## src/rtl/div_pkg.sv

```systemverilog
package div_pkg;

   typedef enum logic [1:0] {
      ST_IDLE  = 2'd0,
      ST_SETUP = 2'd1,
      ST_ITER  = 2'd2,
      ST_FIN   = 2'd3
   } div_state_e;

endpackage

```

## src/rtl/div_prep.sv

```systemverilog
module div_prep #(
   parameter int WIDTH = 32
) (
   input  logic [WIDTH-1:0] num,
   input  logic [WIDTH-1:0] den,
   input  logic             is_signed,
   output logic [WIDTH-1:0] num_mag,
   output logic [WIDTH-1:0] den_mag,
   output logic             neg_res
);
   localparam logic [WIDTH-1:0] MOST_NEG = {1'b1, {(WIDTH-1){1'b0}}};
   localparam logic [WIDTH-1:0] ALL_ONES = {WIDTH{1'b1}};
   localparam logic [WIDTH-1:0] ONE      = {{(WIDTH-1){1'b0}}, 1'b1};

   logic             den_zero;
   logic             sgn_ovf;
   logic [WIDTH-1:0] den_fix;
   logic             num_neg;
   logic             den_neg;

   always_comb begin
      den_zero = (den == '0);
      sgn_ovf  = is_signed && (num == MOST_NEG) && (den == ALL_ONES);
      den_fix  = (den_zero || sgn_ovf) ? ONE : den;
      num_neg  = is_signed & num[WIDTH-1];
      den_neg  = is_signed & den_fix[WIDTH-1];
      num_mag  = num_neg ? (~num + ONE) : num;
      den_mag  = den_neg ? (~den_fix + ONE) : den_fix;
      neg_res  = num_neg ^ den_neg;
   end
endmodule

```

## src/rtl/div_core.sv

```systemverilog
module div_core #(
   parameter int WIDTH        = 32,
   parameter bit NONRESTORING = 1'b0
) (
   input  logic             clk,
   input  logic             rst,
   input  logic             load,
   input  logic             step,
   input  logic [WIDTH-1:0] num_mag,
   input  logic [WIDTH-1:0] den_mag,
   output logic [WIDTH-1:0] quo_mag
);
   localparam int RW = WIDTH + 2;

   logic [RW-1:0]    part_rem;
   logic [WIDTH-1:0] quo_sh;
   logic [WIDTH-1:0] den_r;
   logic [RW-1:0]    shifted;
   logic [RW-1:0]    den_ext;
   logic [RW-1:0]    rem_nxt;
   logic             qbit;

   assign shifted = {part_rem[RW-2:0], quo_sh[WIDTH-1]};
   assign den_ext = {2'b00, den_r};

   generate
      if (NONRESTORING) begin : g_nonrestoring
         always_comb begin
            rem_nxt = part_rem[RW-1] ? (shifted + den_ext) : (shifted - den_ext);
            qbit    = ~rem_nxt[RW-1];
         end
      end else begin : g_restoring
         logic [RW-1:0] trial;
         always_comb begin
            trial   = shifted - den_ext;
            qbit    = ~trial[RW-1];
            rem_nxt = qbit ? trial : shifted;
         end
      end
   endgenerate

   always_ff @(posedge clk) begin
      if (rst) begin
         part_rem <= '0;
         quo_sh   <= '0;
         den_r    <= '0;
      end else if (load) begin
         part_rem <= '0;
         quo_sh   <= num_mag;
         den_r    <= den_mag;
      end else if (step) begin
         part_rem <= rem_nxt;
         quo_sh   <= {quo_sh[WIDTH-2:0], qbit};
      end
   end

   assign quo_mag = quo_sh;
endmodule

```

## src/rtl/div_post.sv

```systemverilog
module div_post #(
   parameter int WIDTH = 32
) (
   input  logic [WIDTH-1:0] quo_mag,
   input  logic             negate,
   output logic [WIDTH-1:0] quo_out
);
   always_comb begin
      quo_out = negate ? (~quo_mag + {{(WIDTH-1){1'b0}}, 1'b1}) : quo_mag;
   end
endmodule

```

## src/rtl/int_divider.sv

```systemverilog
module int_divider
   import div_pkg::*;
#(
   parameter int WIDTH        = 32,
   parameter int DST_W        = 5,
   parameter bit NONRESTORING = 1'b0
) (
   input  logic             clk,
   input  logic             rst,
   input  logic             start,
   input  logic             is_signed,
   input  logic [WIDTH-1:0] dividend,
   input  logic [WIDTH-1:0] divisor,
   input  logic [DST_W-1:0] dst,
   output logic             busy,
   output logic             done,
   output logic [WIDTH-1:0] quotient,
   output logic             wb_en,
   output logic [DST_W-1:0] wb_dst
);
   localparam int CNT_W = $clog2(WIDTH);
   localparam logic [CNT_W-1:0] LAST_STEP = CNT_W'(WIDTH - 1);

   generate
      if (WIDTH < 4) begin : g_bad_width
         $error("int_divider: WIDTH must be at least 4");
      end
      if ((1 << CNT_W) != WIDTH) begin : g_bad_pow2
         $error("int_divider: WIDTH must be a power of two");
      end
      if (DST_W < 1) begin : g_bad_dst
         $error("int_divider: DST_W must be at least 1");
      end
   endgenerate

   div_state_e       state;
   logic [WIDTH-1:0] num_q;
   logic [WIDTH-1:0] den_q;
   logic             sg_q;
   logic [DST_W-1:0] dst_q;
   logic [CNT_W-1:0] step_cnt;
   logic             neg_r;
   logic [WIDTH-1:0] num_mag;
   logic [WIDTH-1:0] den_mag;
   logic             neg_c;
   logic [WIDTH-1:0] quo_mag;
   logic [WIDTH-1:0] quo_fin;
   logic             accept;
   logic             core_load;
   logic             core_step;

   assign accept    = start && (state == ST_IDLE);
   assign core_load = (state == ST_SETUP);
   assign core_step = (state == ST_ITER);
   assign busy      = (state != ST_IDLE);

   div_prep #(.WIDTH(WIDTH)) u_prep (
      .num       (num_q),
      .den       (den_q),
      .is_signed (sg_q),
      .num_mag   (num_mag),
      .den_mag   (den_mag),
      .neg_res   (neg_c)
   );

   div_core #(.WIDTH(WIDTH), .NONRESTORING(NONRESTORING)) u_core (
      .clk     (clk),
      .rst     (rst),
      .load    (core_load),
      .step    (core_step),
      .num_mag (num_mag),
      .den_mag (den_mag),
      .quo_mag (quo_mag)
   );

   div_post #(.WIDTH(WIDTH)) u_post (
      .quo_mag (quo_mag),
      .negate  (neg_r),
      .quo_out (quo_fin)
   );

   always_ff @(posedge clk) begin
      if (rst) begin
         state    <= ST_IDLE;
         num_q    <= '0;
         den_q    <= '0;
         sg_q     <= 1'b0;
         dst_q    <= '0;
         step_cnt <= '0;
         neg_r    <= 1'b0;
         done     <= 1'b0;
         wb_en    <= 1'b0;
         wb_dst   <= '0;
         quotient <= '0;
      end else begin
         done  <= 1'b0;
         wb_en <= 1'b0;
         case (state)
            ST_IDLE: begin
               if (accept) begin
                  num_q <= dividend;
                  den_q <= divisor;
                  sg_q  <= is_signed;
                  dst_q <= dst;
                  state <= ST_SETUP;
               end
            end
            ST_SETUP: begin
               neg_r    <= neg_c;
               step_cnt <= '0;
               state    <= ST_ITER;
            end
            ST_ITER: begin
               step_cnt <= step_cnt + 1'b1;
               if (step_cnt == LAST_STEP) begin
                  state <= ST_FIN;
               end
            end
            ST_FIN: begin
               quotient <= quo_fin;
               done     <= 1'b1;
               wb_en    <= (dst_q != '0);
               wb_dst   <= dst_q;
               state    <= ST_IDLE;
            end
            default: state <= ST_IDLE;
         endcase
      end
   end
endmodule

```

## config.mk

```make
export PLATFORM = sky130hd
export DESIGN_NAME = int_divider
export DESIGN_NICKNAME = d
export VERILOG_FILES = /design/src/rtl/div_pkg.sv /design/src/rtl/div_prep.sv /design/src/rtl/div_core.sv /design/src/rtl/div_post.sv /design/src/rtl/int_divider.sv
export SDC_FILE = /design/constraint.sdc
export NUM_CORES = 1
export LEC_CHECK = 0
export ABC_AREA = 1
export ABC_CLOCK_PERIOD_IN_PS = 3500
export BUFFER_PORTS_ARGS = -buffer_cell sky130_fd_sc_hd__buf_2
export CAP_MARGIN = 25
export CORE_MARGIN = 5
export CORE_UTILIZATION = 55
export DETAILED_ROUTE_END_ITERATION = 10
export PLACE_DENSITY = 0.84
export SLEW_MARGIN = 15
export SYNTH_ARGS = -nofsm -noshare
export SYNTH_HDL_FRONTEND = slang
export SYNTH_SLANG_ARGS = --single-unit
```

## constraint.sdc

```tcl
create_clock -name clk -period 3.5 [get_ports clk]
set_clock_uncertainty 0.05 [all_clocks]
set_input_delay 0.175 -clock clk [delete_from_list [all_inputs] [get_ports clk]]
set_output_delay 0.175 -clock clk [all_outputs]
set_load 0.005 [all_outputs]
```

-- Yosys cells after proc, flatten, opt, wreduce, memory -nomap -nowiden
Cells that the tools add are included.
W data, S select, Z words.
- equal/unequal tests: 8
- bitwise gates (word level): 8
- add/subtract/negate cells: 5
- mux-type cells: 12
- reductions and logical operators: 13
- operator list (operator ; count):
    $mux W32 ; 6
    $add A32 B1 Y32 const B ; 3
    $not A32 Y32 ; 3
    $eq A32 B32 Y1 const B ; 2
    $sub A34 B32 Y34 ; 1
    $mux W33 ; 1
    $logic_not A32 Y1 ; 1
    $pmux W5 S2 ; 1
    $pmux W2 S4 ; 1
    $add A5 B1 Y5 const B ; 1
    $eq A5 B5 Y1 const B ; 1
    $reduce_bool A5 Y1 ; 1
    $eq A2 B2 Y1 const B ; 2
    $mux W2 ; 2
    $reduce_and A2 Y1 ; 2
    $reduce_bool A2 Y1 ; 2
    $reduce_or A2 Y1 ; 2
    $logic_and A1 B1 Y1 ; 3
    $and A1 B1 Y1 ; 2
    $eq A2 B1 Y1 const B ; 1
    $logic_not A2 Y1 ; 1
    $ne A2 B1 Y1 const B ; 1
    $ne A2 B2 Y1 const B ; 1
    $not A1 Y1 ; 2
    other kinds (3) ; 3
- flip-flop bits (word level): 214
- word-level logic and storage cells: 60
- input bits: 73

-- Depth between registers and ports, before layout
- word-level depth: 8
- mapped depth: 22

-- Modules after synthesis
Synthesis repeated with hierarchy kept, for this count alone.
- cell total of the unflattened synthesis: 2402
- area, all modules: 14848.0 µm²
- by module, submodules not included (module ; area each (µm²) ; cells an instance ; times used ; sequential area each (µm²)):
    div_core ; 7133.1 ; 1161 ; 1 ; 1941.9
    int_divider ; 4197.8 ; 528 ; 1 ; 2342.2
    div_prep ; 2408.6 ; 486 ; 1 ; 0.0
    div_post ; 1108.6 ; 227 ; 1 ; 0.0

-- Least setup slack after synthesis
Ideal clock, no wire load.
- path kind: flip-flop to flip-flop
- start point: register num_q[1]
- end point: register u_core.den_r[20]
- arrival time: 2.495 ns
- library setup time: 0.126 ns
- buffers on the path: 2
- cell stages (with the launch flop): 21
- path slack: 0.829 ns
- path through: dfxtp_1 inv_1 ha_1 nand3_2 nor2_4 nand2_4 nor2_4 nand3_4 nand2_2 buf_6 buf_6 or2_2 inv_1 ha_1 nand2_1 nand2_2 nand3_4 nor2_4 nand3_1 nand3_1 o21ai_0
- word-level cells in the longest chain between the ends: 8
- elaborated cells between the ends (all ways): 9
- RTL lines (item ; line ; source):
    start, declared ; int_divider.sv:37 ; logic [WIDTH-1:0] num_q;
    start signal, assigned ; int_divider.sv:101 ; num_q <= dividend;
    $eq A32 B32 Y1 (*) ; div_prep.sv:23 ; sgn_ovf = is_signed && (num == MOST_NEG) && (den == ALL_ONES);
    $logic_and A1 B1 Y1 (*) (2 in series) ; div_prep.sv:23 ;
    $logic_or A1 B1 Y1 (*) ; div_prep.sv:24 ; den_fix = (den_zero || sgn_ovf) ? ONE : den;
    $mux W32 (*) ; div_prep.sv:24 ;
    $not A32 Y32 ; div_prep.sv:28 ; den_mag = den_neg ? (~den_fix + ONE) : den_fix;
    $add A32 B1 Y32 ; div_prep.sv:28 ;
    $mux W32 (*) ; div_prep.sv:28 ;
    end signal, assigned ; div_core.sv:50 ; den_r <= den_mag;
    end, declared ; div_core.sv:17 ; logic [WIDTH-1:0] den_r;
Every way passes the cells marked *; elsewhere a longest branch is shown, timed or not.
A chain may end at the register's enable or synchronous reset.

-- Worst setup path in the final report
- start point: register u_core.quo_sh[31] (netlist: u_core.quo_mag[31])
- end point: register u_core.part_rem[30]
- word-level cells in the longest chain between the ends: 2
- RTL lines (item ; line ; source):
    start, declared ; div_core.sv:16 ; logic [WIDTH-1:0] quo_sh;
    start signal, assigned ; div_core.sv:49 ; quo_sh <= num_mag;
    start signal, assigned ; div_core.sv:53 ; quo_sh <= {quo_sh[WIDTH-2:0], qbit};
    $sub A34 B32 Y34 ; div_core.sv:35 ; trial = shifted - den_ext;
    $mux W33 ; div_core.sv:37 ; rem_nxt = qbit ? trial : shifted;
    end signal, assigned ; div_core.sv:52 ; part_rem <= rem_nxt;
    end, declared ; div_core.sv:15 ; logic [RW-1:0] part_rem;
Every way passes these cells.

==> flow_summary.json <==
{
  "status": "completed",
  "critPathArrivalTime_ns": 3.39,
  "r2r_cells": 17,
  "cts_buffers": 24,
  "path_cells": "inv_1, ha_1, fa_1, inv_1, nand3_1, nand2_1, a21oi_1, o21ai_0, buf_4, nand2_1, nand2_1, nand3b_1, nand2_1, nor2_1, o21ai_0, nand3_1, a21oi_1",
  "ys_ff_latch": 214,
  "dp.cells": 2267,
  "yosys.area.top_type": "dfxtp_1",
  "gr-usage-all-layers": 0.290,
  "globalplace.congestion": 1.01,
  "synth_edf_count": 0,
  "fin_crit_ns": 3.00,
  "grt_pass1_vias": 12868,
  "final_core_util": 0.659,
  "syn-cell-area_um2": 12800,
  "drtIter0Drc": 1295,
  "ios": 113,
  "yosysSeqAreaShare": 0.335,
  "cp_slowest_cell": "fa_1",
  "portBuffers": 112,
  "nNetsFinal": 2164,
  "worstReg2RegStart": "u_core.quo_mag[31]",
  "cp_max_fo": 4,
  "crit_type": "reg2reg",
  "cts_resized": 0,
  "yosys-top-cells-count": "nand2_1, nor2_1, dfxtp_1",
  "die_area_um2": 26400,
  "grt_setup_unrepaired": "no",
  "setup-tns-final_ns": 0,
  "synth_nets": 2028,
  "grt_pass1_wl_um": 64300,
  "drtAntennaViolNets": 0,
  "drive_gt1_frac": 0.108,
  "yosysTopAreaCellShare": 0.335,
  "post_cts_buffers": 0,
  "maxCapViolCount": 0,
  "yosys_most_used_dff": "dfxtp_1",
  "wl_met1_um": 17100,
  "nFillCells": 1921,
  "tightestPinTransition_ns": 0.889,
  "synth_cell_types": 46,
  "reg2reg_to": "u_core.part_rem[30]",
  "drt-vias-per-instance": 5.69,
  "final.period_utilization": 0.857,
  "routed_wl_um": 39000,
  "ys_top_cells_by_area": "dfxtp_1, nand2_1, a21oi_1, o21ai_0, nor2_1",
  "grt_max_degree": 68,
  "min-delay-start": "start",
  "cp_common_cell": "nand2_1",
  "core_um2": 22800,
  "register_area_um2": 4280,
  "h-tree-depth": 1,
  "slew_violations": 0,
  "hold_viol": 0,
  "crit_path_start": "u_core.quo_mag[31]",
  "num_vias": 13538,
  "crit_required_ns": 3.89,
  "relSlewSlack": 0.407,
  "setup_viol": 0,
  "synth-async-reset-ratio": 0,
  "post-synth-top-count-cell": "nand2_1",
  "cts.hold.buffers_added": 68,
  "fin_cells": 2381,
  "syn2layout_area_growth_pct": 17.3,
  "clk_pin_slew_worst_paths_ns": 0.06,
  "drc": 0,
  "grt_overflow": 0,
  "dr.max_layer_used": "met4",
  "die_h_um": 162,
  "clk_path_buf_depth": 3,
  "end_kind": "flip-flop",
  "cts_root_buffer": "clkbuf_16",
  "r2r_setup_slack_ns": 0.50,
  "hold_depth": 3,
  "holdPathEnd": "state[1]",
  "dpl.hpwl_um": 26900,
  "synthCells": 1912,
  "die_w_um": 162,
  "wl_per_cell_um": 16.4,
  "start_kind": "flip-flop",
  "hold_class": "in2reg",
  "rows": 55,
  "cp_slowest_stage_delay_ns": 0.42,
  "fmax_mhz": 334,
  "start_util": 0.561,
  "clock_sinks": 214,
  "drtPass1Iterations": 5,
  "syn_area_per_cell_um2": 6.69,
  "synth_warnings": 0,
  "cts_tree": "built",
  "wl_met3_um": 3100,
  "insertion_delay_ns": 0.54,
  "antenna_found_initial": 0,
  "route.met2.wl_um": 17800,
  "multi_input_area_um2": 7410
}
## registers in the layout, indices dropped and copies added (netlist names)
name             flops
num_q               32
dst_q                5
quotient            32
step_cnt             5
state                2
sg_q                 1
den_q               32
neg_r                1
wb_dst               5
u_core.part_rem     33
wb_en                1
u_core.quo_mag      32
done                 1
u_core.den_r        32
## worst max-delay path by stage
stage	end	depth (start not counted)
floorplan	u_core.den_r[20]	20
global placement	u_core.part_rem[30]	17
detailed placement	u_core.part_rem[30]	17
CTS	u_core.part_rem[30]	17
global route	u_core.part_rem[3]	16
finish	u_core.part_rem[30]	17
## logic make-up (layout without fill, tap and decap cells)
family,count (synthesis),count (layout),share of synthesized area
flops,214,214,0.335
simple gates,791,791,0.262
fa+ha+maj,43,43,0.0427
other cells,0,3,0
compound gates,516,516,0.229
buf+inv,283,436,0.0865
xor+xnor,65,65,0.0445
## worst max-delay path: cells and delay by family (launching register included)
kind            cells  cell delay, ns
simple gates        8            0.87
compound gates      4            0.66
fa+ha+maj           2            0.65
flops               1            0.35
buf+inv             3            0.33
## metrics by stage
step / hold WS, ns / cell area, um^2 / setup WS, ns
floorplan: 0.292 / 12800 / 0.829
global route: 0.0290 / 15000 / 0.176
global placement: 0.374 / 13500 / 0.641
finish: 0.0210 / 15000 / 0.502
detailed placement: 0.386 / 13500 / 0.565
CTS: 0.0108 / 15000 / 0.518
## layer usage
metal	vias to the layer above	global-route usage
li1	6671	-
met1	6149	0.396
met2	621	0.475
met3	97	0.0410
met4	0	0.0896
met5	-	0
## placed cells by master (no fill, tap or decap), types with 4 or more instances in the layout
cell type and instances:
nor2_2 12, nand2_2 4, xor2_1 35, nor2_4 5, dlygate4sd3_1 68, o211ai_1 55, nand3b_1 6, buf_2 112
o221ai_1 18, xnor2_1 30, nand2_1 390, or2_2 8, nor3_1 34, nand4_1 22, nor2_1 221, a21oi_1 209
dfxtp_1 214, nand3_1 78, o31ai_1 10, o22ai_1 10, ha_1 40, clkbuf_16 24, clkinv_1 4, o21ai_1 9
inv_2 9, buf_4 21, inv_1 179, o21ai_0 177, clkbuf_1 6, nor4_1 4
## final cells by class
class                           count  area share
Inverter                          192      0.0480
Clock buffer                       33      0.0443
Tap cell                          313      0.0261
Timing Repair Buffer              201      0.0932
Antenna cell                        3    0.000500
Clock inverter                     10     0.00817
Sequential cell                   214       0.286
Multi-Input combinational cell   1415       0.494
Power is left out: the tool's default activity adds up to more than one toggle a clock period on the data nets, which glitch-free logic cannot reach.
